File: config.mk
export PLATFORM = sky130hd
export DESIGN_NAME = uart_frame_tx
export DESIGN_NICKNAME = d
export VERILOG_FILES = /design/src/rtl/uft_pkg.sv /design/src/rtl/uft_fifo.sv /design/src/rtl/uft_shifter.sv /design/src/rtl/uart_frame_tx.sv
export SDC_FILE = /design/constraint.sdc
export NUM_CORES = 1
export LEC_CHECK = 0
export ABC_AREA = 1
export CAP_MARGIN = 10
export CORE_MARGIN = 2
export CORE_UTILIZATION = 40
export DETAILED_ROUTE_END_ITERATION = 7
export HOLD_SLACK_MARGIN = 0.08
export PLACE_DENSITY_LB_ADDON = 0.3
export SYNTH_ARGS = -nofsm -noshare
export SYNTH_HDL_FRONTEND = slang
export SYNTH_SLANG_ARGS = --single-unit
File: constraint.sdc
create_clock -name clk -period 1.9 [get_ports clk]
set_input_delay 0.19 -clock clk [delete_from_list [all_inputs] [get_ports clk]]
set_output_delay 0.19 -clock clk [all_outputs]
set_load 0.02 [all_outputs]
File: src/rtl/uft_pkg.sv
// Shared types and constants for the serial frame transmitter.
// Assumes bytes are at most 8 bits and length codes map 0..3 to 5..8 bits.
package uft_pkg;

    localparam int BYTE_W = 8;

    typedef enum logic [2:0] {
        ST_IDLE,
        ST_START,
        ST_DATA,
        ST_PAR,
        ST_STOP,
        ST_BRK
    } tx_state_t;

endpackage

File: src/rtl/uft_fifo.sv
// Byte queue in front of the serialiser.
// A synchronous flush empties it, and a flush overrides a write in the
// same cycle. The read data is the head entry and is valid while not empty.
// Assumes DEPTH >= 2.
module uft_fifo #(
    parameter int WIDTH = 8,
    parameter int DEPTH = 4
) (
    input  logic             clk,
    input  logic             rst_n,
    input  logic             flush,
    input  logic             wr_en,
    input  logic [WIDTH-1:0] wr_data,
    input  logic             rd_en,
    output logic [WIDTH-1:0] rd_data,
    output logic             empty,
    output logic             full
);
    localparam int AW = $clog2(DEPTH);
    localparam int CW = $clog2(DEPTH + 1);

    logic [WIDTH-1:0] mem [DEPTH];
    logic [AW-1:0]    wr_ptr;
    logic [AW-1:0]    rd_ptr;
    logic [CW-1:0]    count;
    logic             do_wr;
    logic             do_rd;

    assign full    = (count == CW'(DEPTH));
    assign empty   = (count == '0);
    assign do_wr   = wr_en && !full && !flush;
    assign do_rd   = rd_en && !empty && !flush;
    assign rd_data = mem[rd_ptr];

    // Storage write; contents need no reset.
    always_ff @(posedge clk) begin
        if (do_wr) begin
            mem[wr_ptr] <= wr_data;
        end
    end

    // Pointer and occupancy update, cleared by reset or flush.
    always_ff @(posedge clk) begin
        if (!rst_n || flush) begin
            wr_ptr <= '0;
            rd_ptr <= '0;
            count  <= '0;
        end else begin
            if (do_wr) begin
                wr_ptr <= (wr_ptr == AW'(DEPTH - 1)) ? '0 : wr_ptr + AW'(1);
            end
            if (do_rd) begin
                rd_ptr <= (rd_ptr == AW'(DEPTH - 1)) ? '0 : rd_ptr + AW'(1);
            end
            case ({do_wr, do_rd})
                2'b10:   count <= count + CW'(1);
                2'b01:   count <= count - CW'(1);
                default: count <= count;
            endcase
        end
    end

endmodule

File: src/rtl/uft_shifter.sv
// Frame sequencer: start bit, 5..8 data bits LSB first, optional parity,
// then a 1, 1.5 or 2 bit stop period, all timed in baud ticks.
// The format is latched when the frame starts. The flow gate is checked
// only in idle. A break state holds the line low once the queue is drained.
// Assumes OVERSAMPLE is even so that half a bit is a whole tick count.
module uft_shifter
    import uft_pkg::*;
#(
    parameter int OVERSAMPLE = 16
) (
    input  logic              clk,
    input  logic              rst_n,
    input  logic              tick,
    input  logic              q_empty,
    input  logic [BYTE_W-1:0] q_data,
    input  logic [1:0]        len_code,
    input  logic              par_en,
    input  logic              par_odd,
    input  logic [1:0]        stop_code,
    input  logic              flow_en,
    input  logic              cts_ok,
    input  logic              brk,
    output logic              pop,
    output logic              line,
    output logic              busy
);
    localparam int CNT_W = $clog2(2 * OVERSAMPLE + 1);
    localparam logic [CNT_W-1:0] BIT_TICKS  = CNT_W'(OVERSAMPLE);
    localparam logic [CNT_W-1:0] HALF_TICKS = CNT_W'(OVERSAMPLE + OVERSAMPLE / 2);
    localparam logic [CNT_W-1:0] TWO_TICKS  = CNT_W'(2 * OVERSAMPLE);

    tx_state_t         state;
    logic [CNT_W-1:0]  tick_cnt;
    logic [CNT_W-1:0]  stop_lim;
    logic [CNT_W-1:0]  bit_lim;
    logic [CNT_W-1:0]  stop_sel;
    logic [2:0]        bit_cnt;
    logic [2:0]        last_bit;
    logic [BYTE_W-1:0] shreg;
    logic [BYTE_W-1:0] data_mask;
    logic              par_on;
    logic              par_val;
    logic              start_ok;
    logic              bit_end;

    // Start permission: queued data and, if gated, an asserted CTS.
    assign start_ok  = (state == ST_IDLE) && !q_empty && (!flow_en || cts_ok);
    assign pop       = start_ok;
    assign data_mask = 8'hFF >> (2'd3 - len_code);
    assign bit_lim   = (state == ST_STOP) ? stop_lim : BIT_TICKS;
    assign bit_end   = tick && (tick_cnt == bit_lim - CNT_W'(1));
    assign busy      = (state == ST_START) || (state == ST_DATA) ||
                       (state == ST_PAR)   || (state == ST_STOP);

    // Stop length in ticks from the stop code; code 0 acts as one bit.
    always_comb begin
        case (stop_code)
            2'd2:    stop_sel = HALF_TICKS;
            2'd3:    stop_sel = TWO_TICKS;
            default: stop_sel = BIT_TICKS;
        endcase
    end

    // Line level before output inversion for each state.
    always_comb begin
        case (state)
            ST_START: line = 1'b0;
            ST_DATA:  line = shreg[0];
            ST_PAR:   line = par_val;
            ST_BRK:   line = 1'b0;
            default:  line = 1'b1;
        endcase
    end

    // Frame sequencing, tick counting and format capture.
    always_ff @(posedge clk) begin
        if (!rst_n) begin
            state    <= ST_IDLE;
            tick_cnt <= '0;
            bit_cnt  <= '0;
            last_bit <= '0;
            shreg    <= '0;
            par_on   <= 1'b0;
            par_val  <= 1'b0;
            stop_lim <= BIT_TICKS;
        end else begin
            case (state)
                ST_IDLE: begin
                    if (start_ok) begin
                        state    <= ST_START;
                        tick_cnt <= '0;
                        bit_cnt  <= '0;
                        shreg    <= q_data;
                        last_bit <= 3'd4 + {1'b0, len_code};
                        par_on   <= par_en;
                        par_val  <= (^(q_data & data_mask)) ^ par_odd;
                        stop_lim <= stop_sel;
                    end else if (brk && q_empty) begin
                        state <= ST_BRK;
                    end
                end
                ST_BRK: begin
                    if (!brk) begin
                        state <= ST_IDLE;
                    end
                end
                default: begin
                    if (bit_end) begin
                        tick_cnt <= '0;
                        if (state == ST_START) begin
                            state <= ST_DATA;
                        end else if (state == ST_DATA) begin
                            shreg   <= shreg >> 1;
                            bit_cnt <= bit_cnt + 3'd1;
                            if (bit_cnt == last_bit) begin
                                state <= par_on ? ST_PAR : ST_STOP;
                            end
                        end else if (state == ST_PAR) begin
                            state <= ST_STOP;
                        end else begin
                            state <= ST_IDLE;
                        end
                    end else if (tick) begin
                        tick_cnt <= tick_cnt + CNT_W'(1);
                    end
                end
            endcase
        end
    end

endmodule

File: src/rtl/uart_frame_tx.sv
// Top of the serial frame transmitter: byte queue, frame sequencer and
// line polarity handling. The format controls are read when a frame
// starts. The CTS and output inversions are combinational at the pins.
module uart_frame_tx
    import uft_pkg::*;
#(
    parameter int FIFO_DEPTH = 4,
    parameter int OVERSAMPLE = 16
) (
    input  logic             clk,
    input  logic             rst_n,
    input  logic [BYTE_W-1:0] in_data,
    input  logic             in_valid,
    output logic             in_ready,
    input  logic             baud_tick,
    input  logic             q_flush,
    input  logic [1:0]       fmt_len,
    input  logic             par_enable,
    input  logic             par_odd,
    input  logic [1:0]       fmt_stop,
    input  logic             flow_enable,
    input  logic             cts,
    input  logic             cts_invert,
    input  logic             brk_req,
    input  logic             tx_invert,
    output logic             txd,
    output logic             busy
);
    logic [BYTE_W-1:0] q_head;
    logic              q_empty;
    logic              q_full;
    logic              q_pop;
    logic              raw_line;
    logic              cts_eff;

    assign in_ready = !q_full;
    assign cts_eff  = cts ^ cts_invert;
    assign txd      = raw_line ^ tx_invert;

    uft_fifo #(
        .WIDTH (BYTE_W),
        .DEPTH (FIFO_DEPTH)
    ) u_fifo (
        .clk     (clk),
        .rst_n   (rst_n),
        .flush   (q_flush),
        .wr_en   (in_valid),
        .wr_data (in_data),
        .rd_en   (q_pop),
        .rd_data (q_head),
        .empty   (q_empty),
        .full    (q_full)
    );

    uft_shifter #(
        .OVERSAMPLE (OVERSAMPLE)
    ) u_shift (
        .clk       (clk),
        .rst_n     (rst_n),
        .tick      (baud_tick),
        .q_empty   (q_empty),
        .q_data    (q_head),
        .len_code  (fmt_len),
        .par_en    (par_enable),
        .par_odd   (par_odd),
        .stop_code (fmt_stop),
        .flow_en   (flow_enable),
        .cts_ok    (cts_eff),
        .brk       (brk_req),
        .pop       (q_pop),
        .line      (raw_line),
        .busy      (busy)
    );

endmodule

== Word-level counts from Yosys, hierarchy flattened ==
Memory sizes are Yosys's and may differ from the RTL's. A register that Yosys moved wholly into a read port is not among the register bits.
Cells that the tools add are included.

* Bitwise gates (word level): 5
* $add $sub $neg: 9
* Reduce and logical (&&, ||, !) cells: 31
* Multiplexer cells: 34
* Shift-type cells: 1
* Equal/unequal tests: 19

{| class="wikitable"
|+ Operator list
! cell !! number
|-
| $mux 3 || 13
|-
| $mux 8 || 4
|-
| $mux 6 || 4
|-
| $pmux 6 s2 || 2
|-
| $pmux 3 s2 || 3
|-
| $pmux 8 s2 || 1
|-
| $eq 2x2->1 const B || 5
|-
| $eq 3x3->1 const B || 3
|-
| $and 8x8->8 || 1
|-
| $logic_and 1x1->1 || 8
|-
| $mux 2 || 4
|-
| $reduce_xor 8->1 || 1
|-
| $shr 8x2->8 const A || 1
|-
| $add 3x1->3 const B || 2
|-
| $add 6x1->6 const B || 1
|-
| $eq 3x2->1 const B || 2
|-
| $eq 6x6->1 || 1
|-
| $logic_not 3->1 || 2
|-
| $reduce_bool 2->1 || 3
|-
| $reduce_bool 3->1 || 2
|-
| $sub 6x1->6 const B || 1
|-
| $logic_not 1->1 || 5
|-
| $logic_or 1x1->1 || 5
|-
| $ne 5x3->1 const B || 1
|-
| 19 further kinds || 24
|}

* Logic and storage cells: 111
* Memories kept: 1
* RAM bits: 32
* Bits in registers: 38

{| class="wikitable"
|+ Memories
! memory !! words !! width !! rd ports !! clocked after memory_dff !! write ports !! RTL line !! text
|-
| u_fifo.mem || 4 || 8 || 1 || 1 || 1 || uft_fifo.sv:22 || <nowiki>logic [WIDTH-1:0] mem [DEPTH];</nowiki>
|}

== Longest topological paths before layout ==
Gate-level depths: netlist (run 1).

* Depth in word-level cells: 8
* Mapped depth: 16
* Gate-level depth less buffers: 15

== Hierarchy ==
From an unflattened synthesis (run 1), not the netlist that was laid out.

* Cells, all modules: 399
* Area, all modules: 3435.8 um^2

{| class="wikitable"
|+ By module, submodules not included
! module !! area each (um^2) !! instances !! cells an instance
|-
| uft_fifo || 1714.1 || 1 || 151
|-
| uft_shifter || 1680.4 || 1 || 237
|-
| uart_frame_tx || 41.3 || 1 || 11
|}

== Worst setup path after synthesis (run 1) ==
OpenSTA, ideal clock, no wires.

* Kind: flip-flop to flip-flop
* Start: register u_fifo.count[0]
* End: register u_fifo.count[2]
* Data arrival time: 2.016 ns
* Required time: 1.830 ns
* Stages on the path, launching flop included: 11
* Library setup time: 0.070 ns
* Path buffers: 0
* Setup slack: -0.186 ns
* Period minus slack after synthesis: 2.086 ns
* Path through: dfxtp_1 -> inv_1 -> nand3_1 -> nand3b_1 -> ha_1 -> inv_1 -> fa_1 -> a21oi_1 -> o21a_1 -> o21ai_0 -> a21oi_1

* Elaborated cells between the ends (all ways): 16

{| class="wikitable"
|+ RTL lines
! element !! RTL line !! text
|-
| start, declared || uft_fifo.sv:25 || <nowiki>logic [CW-1:0] count;</nowiki>
|-
| start signal, assigned || uft_fifo.sv:56 || <nowiki>2'b10: count <= count + CW'(1);</nowiki>
|-
| start signal, assigned || uft_fifo.sv:57 || <nowiki>2'b01: count <= count - CW'(1);</nowiki>
|-
| start signal, assigned || uft_fifo.sv:58 || <nowiki>default: count <= count;</nowiki>
|-
| $eq 3x3->1 (*) || uft_fifo.sv:29 || <nowiki>assign full = (count == CW'(DEPTH));</nowiki>
|-
| $logic_not 1->1 (*) || n/a ||
|-
| net in_ready || uart_frame_tx.sv:14 || <nowiki>output logic in_ready,</nowiki>
|-
| $logic_and 1x1->1 (*) (2 in a row) || uft_fifo.sv:31 || <nowiki>assign do_wr = wr_en && !full && !flush;</nowiki>
|-
| $eq 2x1->1 / $eq 2x2->1 (equally long branches) || uft_fifo.sv:55 || <nowiki>case ({do_wr, do_rd})</nowiki>
|-
| $pmux 3 s2 / $reduce_bool 2->1 (equally long branches) || n/a ||
|}

The timed path passes the listed nets; every way through them passes the cells marked *.
A chain may end at the register's enable or synchronous reset.

== Final worst setup path (run 1) ==
* Start: register u_shift.state[0]
* End: register u_shift.bit_cnt[2]

* Longest elaborated chain between the ends: 7
* Elaborated cells between the ends (all ways): 18

{| class="wikitable"
|+ Ends and longest elaborated chain
! element !! RTL line !! text
|-
| start, declared || uft_shifter.sv:32 || <nowiki>tx_state_t state;</nowiki>
|-
| start signal, assigned || uft_shifter.sv:116 || <nowiki>state <= par_on ? ST_PAR : ST_STOP;</nowiki>
|-
| $eq 3x3->1 || uft_shifter.sv:50 || <nowiki>assign bit_lim = (state == ST_STOP) ? stop_lim : BIT_TICKS;</nowiki>
|-
| $mux 6 || uft_shifter.sv:50 ||
|-
| $sub 6x1->6 || uft_shifter.sv:51 || <nowiki>assign bit_end = tick && (tick_cnt == bit_lim - CNT_W'(1));</nowiki>
|-
| $eq 6x6->1 || uft_shifter.sv:51 ||
|-
| $logic_and 1x1->1 || uft_shifter.sv:51 ||
|-
| $reduce_bool 2->1 (no line) || n/a ||
|-
| $reduce_and 5->1 (no line) || n/a ||
|-
| end signal, assigned || uft_shifter.sv:114 || <nowiki>bit_cnt <= bit_cnt + 3'd1;</nowiki>
|-
| end, declared || uft_shifter.sv:37 || <nowiki>logic [2:0] bit_cnt;</nowiki>
|}

Parallel ways exist; a longest one is shown, timed or not.

==> metrics, run 1 <==
Synth Instances 418; die outline height between 90 and 100 µm; layout overhead on the synthesized area 33.65%; failing checks negative setup slack; Antenna Cells 0; Final Cell Area approximately 4500 µm²; worst vdd ir 0.5510 mV; total power 0.005652 W; # IOs 27; min-delay worst type flip-flop to flip-flop; peak fanout along the critical path 7; Post-Synth XOR/XNOR Area 2.320%; die area ~9200 µm²; chip width a little under 100 µm; crit end category flip-flop; gr ovfl total 0; buffers and inverters on the worst path 3; WP data arrival 2.31 ns; largest net degree at the start of global routing 19; Detailed Routing Iterations Pass 1 5; DRC Markers 0; NumNets Final 516; P per Cell Area 1245 nW/µm²; synth warn 0; fmax 491.2 MHz; Area after DPL 3989 µm²; most common cell after layout, fill and taps aside nand2_1; Crit-path slowest cell dfxtp_2; Synth area leaders edfxtp_1 28%, dfxtp_1 22%, nand2_1 14%, nand3_1 5.0%, nor2_1 4.7%; syn nets 452; Rel. slew slack 70.81%; all-layer global routing usage ~17%; final cell count without fillers 592; antenna violations before repair 0; Unique masters post-synth 39; RSZ-0062 raised after global routing true; H-tree levels 3; antenna viol nets, final 0; clock net sink count 69; top cell type's share of synthesized area 28.28%; CTS Root Cell clkbuf_8; r2r worst-path depth 14; min cycle time layout ~2.0 ns; fillers between 700 and 800; flop-to-flop setup slack -0.14 ns; PortBufs 26; post-synthesis async set-or-reset flop share 0%; Sequential Area 1705 µm²; Cells after DPL 569; CP Launch Point u_shift.state[0]; Least-Margin Pin Slew approximately 0.44 ns; Post-synth EDFFs 32; CTS Buf Count 9; reg2reg start u_shift.state[0]; GPL Wtd Cong 0.8570; area of the multi-input gates 1738 µm²; Setup Viol. Count Final 16; Via density about 5; final hold vios 0; Avg WL per Cell 12.93 µm; mux cell area share after synthesis 0%; core footprint just over 8000 µm²; critical hold path startpoint u_fifo.count[0]; largest family of logic cells by synthesized area simple AND/OR/NAND/NOR gates; WS Path Type flip-flop to flip-flop; max_cap viols 0; TritonCTS clock tree done; Avg Inst Size Synth 8.130 µm²; Tcrit/Tclk final 107.1%; CP delay by family, top simple AND/OR/NAND/NOR gates; status complete, but fails checks; Synth Area in Adders 3.903%; detailed-route via count roughly 3.0k; Layout Skew 0.01073 ns; vias in the first global route between 2k and 3k; Worst-Skew Late Latency 0.34 ns; register area share after synthesis 50.07%; Leak approximately 1.9 nW; fin worst setup slack -0.1357 ns; Worst path depth 14; DRT Wirelength 7.653 mm; count of pins over their slew limit 0; Worst Setup EP u_shift.bit_cnt[2]; CP Data Required Time 2.17 ns; DRT iter0 DRCs 96; first-pass GRT wire length about 12 mm; post-synthesis simple-gate area fraction roughly 29%; cell taking the most area after synthesis edfxtp_1; Cell Chain, Critical Path inv_2, nand3_4, inv_4, nand2_4, ha_4, xor2_1, nand4_1, nor2_1, nand2_1, nand2_2, nand3_4, clkinv_4, nand2_4, a21oi_2; Rows 33; ratio of cells with drive above 1 in the final layout between 20% and 30%; Hold Buf Count CTS 0; Cell Area, Synth roughly 3400 µm²; Final HPWL DP a little over 5 mm; crit-path max cell delay 0.33 ns; worst reg2reg path endpoint u_shift.bit_cnt[2]; Clock Path Buffers 2; initial core utilization 41.36%; most frequent cells in the layout 114 x nand2_1, 35 x inv_1, 34 x dfxtp_1; clock-pin transition on the worst setup and hold timing paths 0.08 ns; register bit total from synthesis 69; Startpoint Class flip-flop; top_reg_cell synth dfxtp_1; compound-gate portion of the synthesized area 8.579%
-- stage by stage --
stage / util (%) / setup TNS [ns] / hold slack (ns) / setup slack (ns)
detailed placement: 48.55 / -1.764 / 0.4566 / -0.2119
global placement: 48.55 / -1.069 / 0.4391 / -0.1807
floorplan: - / -0.01363 / 0.2807 / -0.01363
finish: 55.28 / -1.194 / 0.4655 / -0.1357
CTS: 52.29 / -0.1895 / 0.4645 / -0.1063
global route: 55.28 / -3.254 / 0.4648 / -0.2546
-- worst min path at each step --
| stage | slack (ns) | cells after the start | end |
|---|---|---|---|
| final | 0.47 | 1 | u_fifo.count[0] |
| after global routing | 0.46 | 3 | u_shift.stop_lim[3] |
| after CTS | 0.46 | 3 | u_shift.stop_lim[3] |
| after detailed placement | 0.46 | 2 | u_shift.stop_lim[5] |
| after global placement | 0.44 | 1 | u_fifo.count[0] |
| after floorplan | 0.28 | 1 | u_fifo.wr_ptr[0] |
-- registers in the layout, indices dropped and copies added, names as in the netlist, named ones only --
| register | cells |
|---|---|
| u_shift.tick_cnt | 6 |
| u_shift.par_val | 1 |
| u_fifo.rd_ptr | 2 |
| u_shift.par_on | 1 |
| u_shift.state | 3 |
| u_fifo.mem | 32 |
| u_shift.last_bit | 3 |
| u_fifo.wr_ptr | 2 |
| u_shift.shreg | 8 |
| u_shift.stop_lim | 3 |
| u_shift.bit_cnt | 3 |
| u_fifo.count | 3 |
-- cell usage after synthesis, types with 2 or more instances --
| library cell | count |
|---|---|
| nand2_4 | 2 |
| clkbuf_1 | 3 |
| buf_2 | 3 |
| dfxtp_1 | 37 |
| xnor2_1 | 2 |
| a21oi_1 | 20 |
| nand3b_1 | 4 |
| o21ai_1 | 8 |
| nor3_1 | 3 |
| inv_2 | 5 |
| inv_1 | 37 |
| xor2_1 | 7 |
| edfxtp_1 | 32 |
| nor2_4 | 2 |
| nand3_2 | 3 |
| ha_1 | 9 |
| nand3_1 | 34 |
| nor2_1 | 43 |
| o21ai_0 | 20 |
| nand2_1 | 125 |
-- final cells by class --
cell class                      instances  share of cell area, %
Timing Repair Buffer                   60                  12.23
Sequential cell                        69                  37.55
Clock inverter                          7                  2.149
Timing Repair inverter                  1                 0.1377
Tap cell                              105                  2.893
Multi-Input combinational cell        296                  38.26
Clock buffer                            9                  2.727
Inverter                               45                  4.050
-- what timing repair did --
action / in CTS / in global routing
gates resized for setup: 19 / 58
pin swaps: 9 / 24
endpoints found under the setup margin: 23 / 24
buffers inserted: 3 / 3
gates cloned: 2 / 0
-- power breakdown --
part	total (W)	switching, W	internal (W)
Sequential	0.00183	0.000105	0.00172
Clock	0.00132	0.000576	0.000745
Combinational	0.00251	0.00153	0.000979
-- layer usage --
layer	wire length, µm	global-route usage, %
met3	354	4.620
met4	119	5.833
met1	3238	20.21
met5	0	0
met2	3941	30.44
-- kinds of logic (layout without fill, tap and decap cells) --
logic type / count (synthesis) / count (layout)
xor+xnor: 9 / 9
flops: 69 / 69
fa+ha+maj: 10 / 10
simple gates: 222 / 223
compound gates: 54 / 54
buf+inv: 54 / 122
(Power assumes the default switching activity.)
==> inputs of run 2 (changes only) <==
Settings changed: SKIP_LAST_GASP from default to 1.
==> run 2 against run 1 <==
Clock-buffer cell count stayed put. Power shrank 0.16%. The run still ends with negative setup slack left. Setup slack better by 0.0048 ns. Largest power group unchanged. Design area fell by 0.17%. Sequential power about the same. Critical path type unchanged. Clock skew about the same. Highest routed layer unchanged.
==> metrics, run 2 (same netlist as run 1, synthesis figures left out) <==
clock net sink count 69 (unchanged); fmax 492.4 MHz (+0.24%); die outline height 96.17 µm (unchanged); Least-Margin Pin Slew 0.4296 ns (-0.006557 ns); initial core utilization 41.36% (unchanged); PortBufs 26 (unchanged); WP data arrival 2.27 ns (-0.04 ns); most frequent cells in the layout 114 x nand2_1, 35 x inv_1, 34 x dfxtp_1; CP Data Required Time 2.14 ns (-0.03 ns); antenna viol nets, final 0 (unchanged); Final HPWL DP 5.122 mm (unchanged); TritonCTS clock tree done; Largest register FFs 32 (unchanged); most common cell after layout, fill and taps aside nand2_1; RSZ-0062 raised after global routing true; CTS Root Cell clkbuf_8; worst vdd ir 0.5511 mV (about the same); Top Registers u_fifo.mem: 32 flops, u_shift.shreg: 8 flops, u_shift.tick_cnt: 6 flops; setup tns final -0.8786 ns (+0.3155 ns); Rel. slew slack 71.25% (+0.44 points); Worst path depth 13 (-1); chip width 96.17 µm (unchanged); Hold Path Stages 1 (unchanged); all-layer global routing usage 17.28% (unchanged); core footprint 8217 µm² (unchanged); Cell Chain, Critical Path buf_6, nor2_4, nand2_4, clkinv_4, nand3_4, nor2_4, ha_2, inv_2, fa_2, a21oi_2, o21a_1, buf_4, a21oi_2; min cycle time layout 2.031 ns (-0.004843 ns); min-delay worst type flip-flop to flip-flop; first-pass GRT wire length 12.31 mm (unchanged); Clock Path Buffers 2 (unchanged); DRT Wirelength 7.634 mm (-0.25%); H-tree levels 3 (unchanged); Startpoint Class flip-flop; detailed-route via count 2,941 (-0.31%); antenna violations before repair 0 (unchanged); CP delay by family, top adder cells; P per Cell Area 1245 nW/µm² (about the same); NumNets Final 516 (unchanged); layout overhead on the synthesized area 33.43%; crit-path max cell delay 0.34 ns (about the same); # IOs 27 (unchanged); die area 9249 µm² (unchanged); gr ovfl total 0 (unchanged); fin worst setup slack -0.1308 ns (+0.004843 ns); vias in the first global route 2,728 (unchanged); Avg WL per Cell 12.90 µm (-0.25%); WHS 0.4655 ns (+0.000007000 ns); Rows 33 (unchanged); peak fanout along the critical path 4 (-3); GPL Wtd Cong 0.8570 (unchanged); buffers and inverters on the worst path 4 (+1); status complete, but fails checks; failing checks negative setup slack; fillers 745 (+0.54%); crit end category flip-flop; r2r worst-path depth 13 (-1); Detailed Routing Iterations Pass 1 4 (-1); Via density 4.968 (-0.31%); max_cap viols 0 (unchanged); Layout Skew 0.01036 ns (-0.0003794 ns); Tcrit/Tclk final 106.9% (-0.25 points); Leak 1.917 nW (about the same); clock-pin transition on the worst setup and hold timing paths 0.08 ns (about the same); WS Path Type flip-flop to flip-flop; Core Util, Final 55.18% (-0.091 points); Worst-Skew Late Latency 0.34 ns (about the same); Hold Buf Count CTS 0 (unchanged); largest net degree at the start of global routing 19 (unchanged); final hold vios 0 (unchanged); Reg with most FFs u_fifo.mem; CTS Buf Count 9 (unchanged); ratio of cells with drive above 1 in the final layout 25.26% (-0.21 points); Antenna Cells 0 (unchanged); DRT iter0 DRCs 105 (+9.4%); Crit-path slowest cell fa_2; Setup Viol. Count Final 15 (-1); DRC Markers 0 (unchanged); count of pins over their slew limit 0 (unchanged)
run 2: cell count changes in the layout (fill, tap and decap cells not counted):
cell     change
a21oi_2      -1
buf_4        +1
a21oi_1      +1
buf_6        -1
run 2: final timing paths:
| path | startpoint | end | slack, ns |
|---|---|---|---|
| setup / recovery | u_shift.state[0] | u_fifo.count[2] | -0.13 |
| hold / removal | u_fifo.count[0] | u_fifo.count[0] | 0.47 |
| setup reg to reg | u_shift.state[0] | u_fifo.count[2] | -0.13 |
| hold reg to reg | u_fifo.count[0] | u_fifo.count[0] | 0.47 |
run 2: worst reg2reg max path: cells and delay by family, from the launching register on:
family,cells,cell delay [ns]
fa+ha+maj,2,0.52
simple gates,4,0.42
buf+inv,4,0.34
flops,1,0.33
compound gates,3,0.33
run 2: metrics by stage:
step           std cells  power, W  instance area, µm²  setup WS [ns]
2_1_floorplan        418  0.003079                3416       -0.01363
3_3_place_gp         569  0.003637                3989        -0.1807
3_5_place_dp         569  0.003675                3989        -0.2119
4_1_cts              590  0.005189                4303        -0.1063
5_1_grt              592  0.005994                4534        -0.2546
6_report             592  0.005643                4534        -0.1308
run 2: power breakdown:
group	total, W	internal, W	switching, W	leakage [nW]
logic	0.00250	0.000977	0.00152	1.22
registers	0.00183	0.00172	0.000105	0.593
clock network	0.00132	0.000745	0.000572	0.106
total	0.00564	0.00344	0.00220	1.92
run 2: per-layer routing:
metal | share of wire, % | GRT usage (%) | vias to the layer above
li1 | - | - | 1496
met1 | 42 | 20.21 | 1379
met2 | 52 | 30.44 | 54
met3 | 4.1 | 4.620 | 12
met4 | 1.5 | 5.833 | 0
met5 | 0 | 0 | -
run 2: repair_timing:
| item | 4_1_cts | 5_1_grt |
|---|---|---|
| setup buffers | 3 | 3 |
| resized for setup | 18 | 57 |
| gates cloned | 2 | 0 |
| setup endpoints to repair | 23 | 24 |
| endpoints found under the hold margin | 0 | 0 |
| pin swaps | 9 | 24 |
run 2: cell type report:
cell class	count	area, µm²	area share [%]
Clock buffer	9	123.9	2.732
Clock inverter	7	97.59	2.152
Inverter	45	183.9	4.056
Multi-Input combinational cell	296	1734	38.24
Sequential cell	69	1705	37.61
Tap cell	105	131.4	2.897
Timing Repair Buffer	60	551.8	12.17
Timing Repair inverter	1	6.256	0.1380
==> inputs of run 3 (changes only) <==
Clock period 1.9 ns to 2.57 ns, I/O delays scaled along.
==> run 3 against run 2 <==
The flow now finishes without violations. Sequential cell count stayed put. Clock-buffer cell count stayed put. Final cell count is 4.4% lower. Register-to-register slack better by 0.39 ns. Sequential power is 25% lower. Via count is 8.7% lower. Setup slack better by 0.34 ns. Sequential share of layout area is 4.4 points higher. Design area is 11% lower. Clock power is 21% lower. Global-route usage is 0.71 points lower. Critical endpoint is now txd.
==> metrics, run 3 (same netlist as run 1, synthesis figures left out) <==
status finished, final reports clean; Avg WL per Cell 12.05 µm (-6.5%); Startpoint Class flip-flop; Detailed Routing Iterations Pass 1 4 (unchanged); die outline height 96.17 µm (unchanged); Rows 33 (unchanged); Crit-path slowest cell clkdlybuf4s50_1; Rel. slew slack 72.46% (+1.2 points); Reg with most FFs u_fifo.mem; die area 9249 µm² (unchanged); Setup Viol. Count Final 0 (-15); WP data arrival 2.11 ns (-0.16 ns); all-layer global routing usage 16.57% (-0.71 points); Placement Setup Slack 0.2372 ns (+0.4491 ns); CP delay by family, top buffers and inverters; Clock Path Buffers 2 (unchanged); chip width 96.17 µm (unchanged); worst vdd ir 0.4333 mV (-21%); P per Cell Area 878.9 nW/µm² (-29%); crit end category primary output; max_cap viols 0 (unchanged); post-CTS sizing 0 (-18); antenna violations before repair 0 (unchanged); most frequent cells in the layout 125 x nand2_1, 43 x nor2_1, 37 x inv_1, 37 x dfxtp_1, 34 x nand3_1; clock net sink count 69 (unchanged); DRT Wirelength 6.822 mm (-11%); DRC Markers 0 (unchanged); # IOs 27 (unchanged); buffers and inverters on the worst path 2 (-2); CTS Root Cell clkbuf_8; fmax 423.3 MHz; fin worst setup slack 0.2077 ns (+0.3386 ns); antenna viol nets, final 0 (unchanged); Cell Chain, Critical Path nor2_4, inv_1, nor2_1, nand2_1, o21ai_0, xor2_1, clkdlybuf4s50_1; WS Path Type flip-flop to primary output; Worst-Skew Late Latency 0.35 ns (about the same); core footprint 8217 µm² (unchanged); Leak 1.713 nW (-11%); ratio of cells with drive above 1 in the final layout 9.111% (-16 points); largest net degree at the start of global routing 19 (unchanged); Least-Margin Pin Slew 0.4126 ns (-0.01702 ns); PortBufs 26 (unchanged); final hold vios 0 (unchanged); CTS Buf Count 9 (unchanged); Antenna Cells 0 (unchanged); initial core utilization 41.36% (unchanged); H-tree levels 3 (unchanged); GPL Wtd Cong 0.8258 (-3.6%); gr ovfl total 0 (unchanged); Via density 4.744 (-4.5%); Largest register FFs 32 (unchanged); Layout Skew 0.01044 ns (+0.00008710 ns); crit-path max cell delay 0.61 ns (+0.27 ns); setup tns final 0 ns (+0.8786 ns); TritonCTS clock tree done; DRT iter0 DRCs 116 (+10%); first-pass GRT wire length 11.71 mm (-4.9%); peak fanout along the critical path 6 (+2); CP Data Required Time 2.31 ns (+0.17 ns); Tcrit/Tclk final 91.92%; RSZ-0062 raised after global routing true; clock-pin transition on the worst setup and hold timing paths 0.08 ns (about the same); Final HPWL DP 4.845 mm (-5.4%); count of pins over their slew limit 0 (unchanged); most common cell after layout, fill and taps aside nand2_1; min-delay worst type flip-flop to flip-flop; layout overhead on the synthesized area 19.29%; post-CTS setup buffer count 0 (-3); detailed-route via count 2,685 (-8.7%); NumNets Final 490 (-5.0%); Top Registers u_fifo.mem: 32 flops, u_shift.shreg: 8 flops, u_shift.tick_cnt: 6 flops; vias in the first global route 2,588 (-5.1%); min cycle time layout 2.362 ns
-- run 3: cell types whose count changed in the layout (fill, tap and decap cells not counted), moves of 6 or more --
cell / previous run / this run
a21oi_1: 13 / 20
nor2_1: 31 / 43
nand2_1: 114 / 125
o21ai_2: 9 / 0
o21ai_1: 2 / 8
buf_4: 30 / 10
nor2_2: 8 / 0
a21oi_2: 8 / 1
-- run 3: metal layers --
layer  up-vias  part of all wire, %  GRT usage, %
li1       1432                    -             -
met1      1218                   47         19.54
met2        30                   48         28.24
met3         5                  3.2         4.933
met4         0                  1.1         6.429
met5         -                    0             0
-- run 3: worst register-to-register path: stages (launching register included) --
cell and delay (ns):
dfxtp_1 0.38, inv_2 0.15, nand3_2 0.12, inv_2 0.09
nand2_2 0.05, ha_1 0.30, xor2_1 0.13, nand4_1 0.09
nor2_1 0.11, nand2_1 0.11, nand2_1 0.11, nand3_2 0.23
clkinv_2 0.20, nand2_1 0.07, a21oi_1 0.11
-- run 3: timing repair --
action,4_1_cts,5_1_grt
hold buffers,0,0
endpoints found under the hold margin,0,0
setup endpoints to repair,0,1
-- run 3: final timing paths --
kind | startpoint | end | depth (start not counted) | slack [ns]
max | u_shift.state[2] | txd | 7 | 0.21
min | u_fifo.count[0] | u_fifo.count[0] | 1 | 0.45
max reg2reg | u_shift.state[1] | u_shift.bit_cnt[2] | 14 | 0.26
min reg2reg | u_fifo.count[0] | u_fifo.count[0] | 1 | 0.45
-- run 3: power by group --
group | switching [W] | leakage [nW] | total [W] | internal, W
registers | 0.0000995 | 0.592 | 0.00137 | 0.00127
logic | 0.000750 | 1.01 | 0.00115 | 0.000402
clock network | 0.000404 | 0.115 | 0.00104 | 0.000639
-- run 3: cell type report --
cell class / count / area, µm²
fill: 776 / 4163
multi-input combinational: 295 / 1473
clock buffer: 9 / 123.9
inverter: 45 / 175.2
timing repair buffer: 36 / 335.3
clock inverter: 7 / 113.9
tap: 105 / 131.4
sequential: 69 / 1702
-- run 3: through the flow --
stage	total power, W	util [%]	cells	instance area, µm²	hold WS, ns
final	0.003563	49.34	566	4054	0.4514
after global routing	0.003805	49.34	566	4054	0.4899
after CTS	0.003591	49.34	566	4054	0.4519
after detailed placement	0.002544	46.44	550	3816	0.4406
after global placement	0.002515	46.44	550	3816	0.4364
after floorplan	0.002266	-	418	3398	0.3477
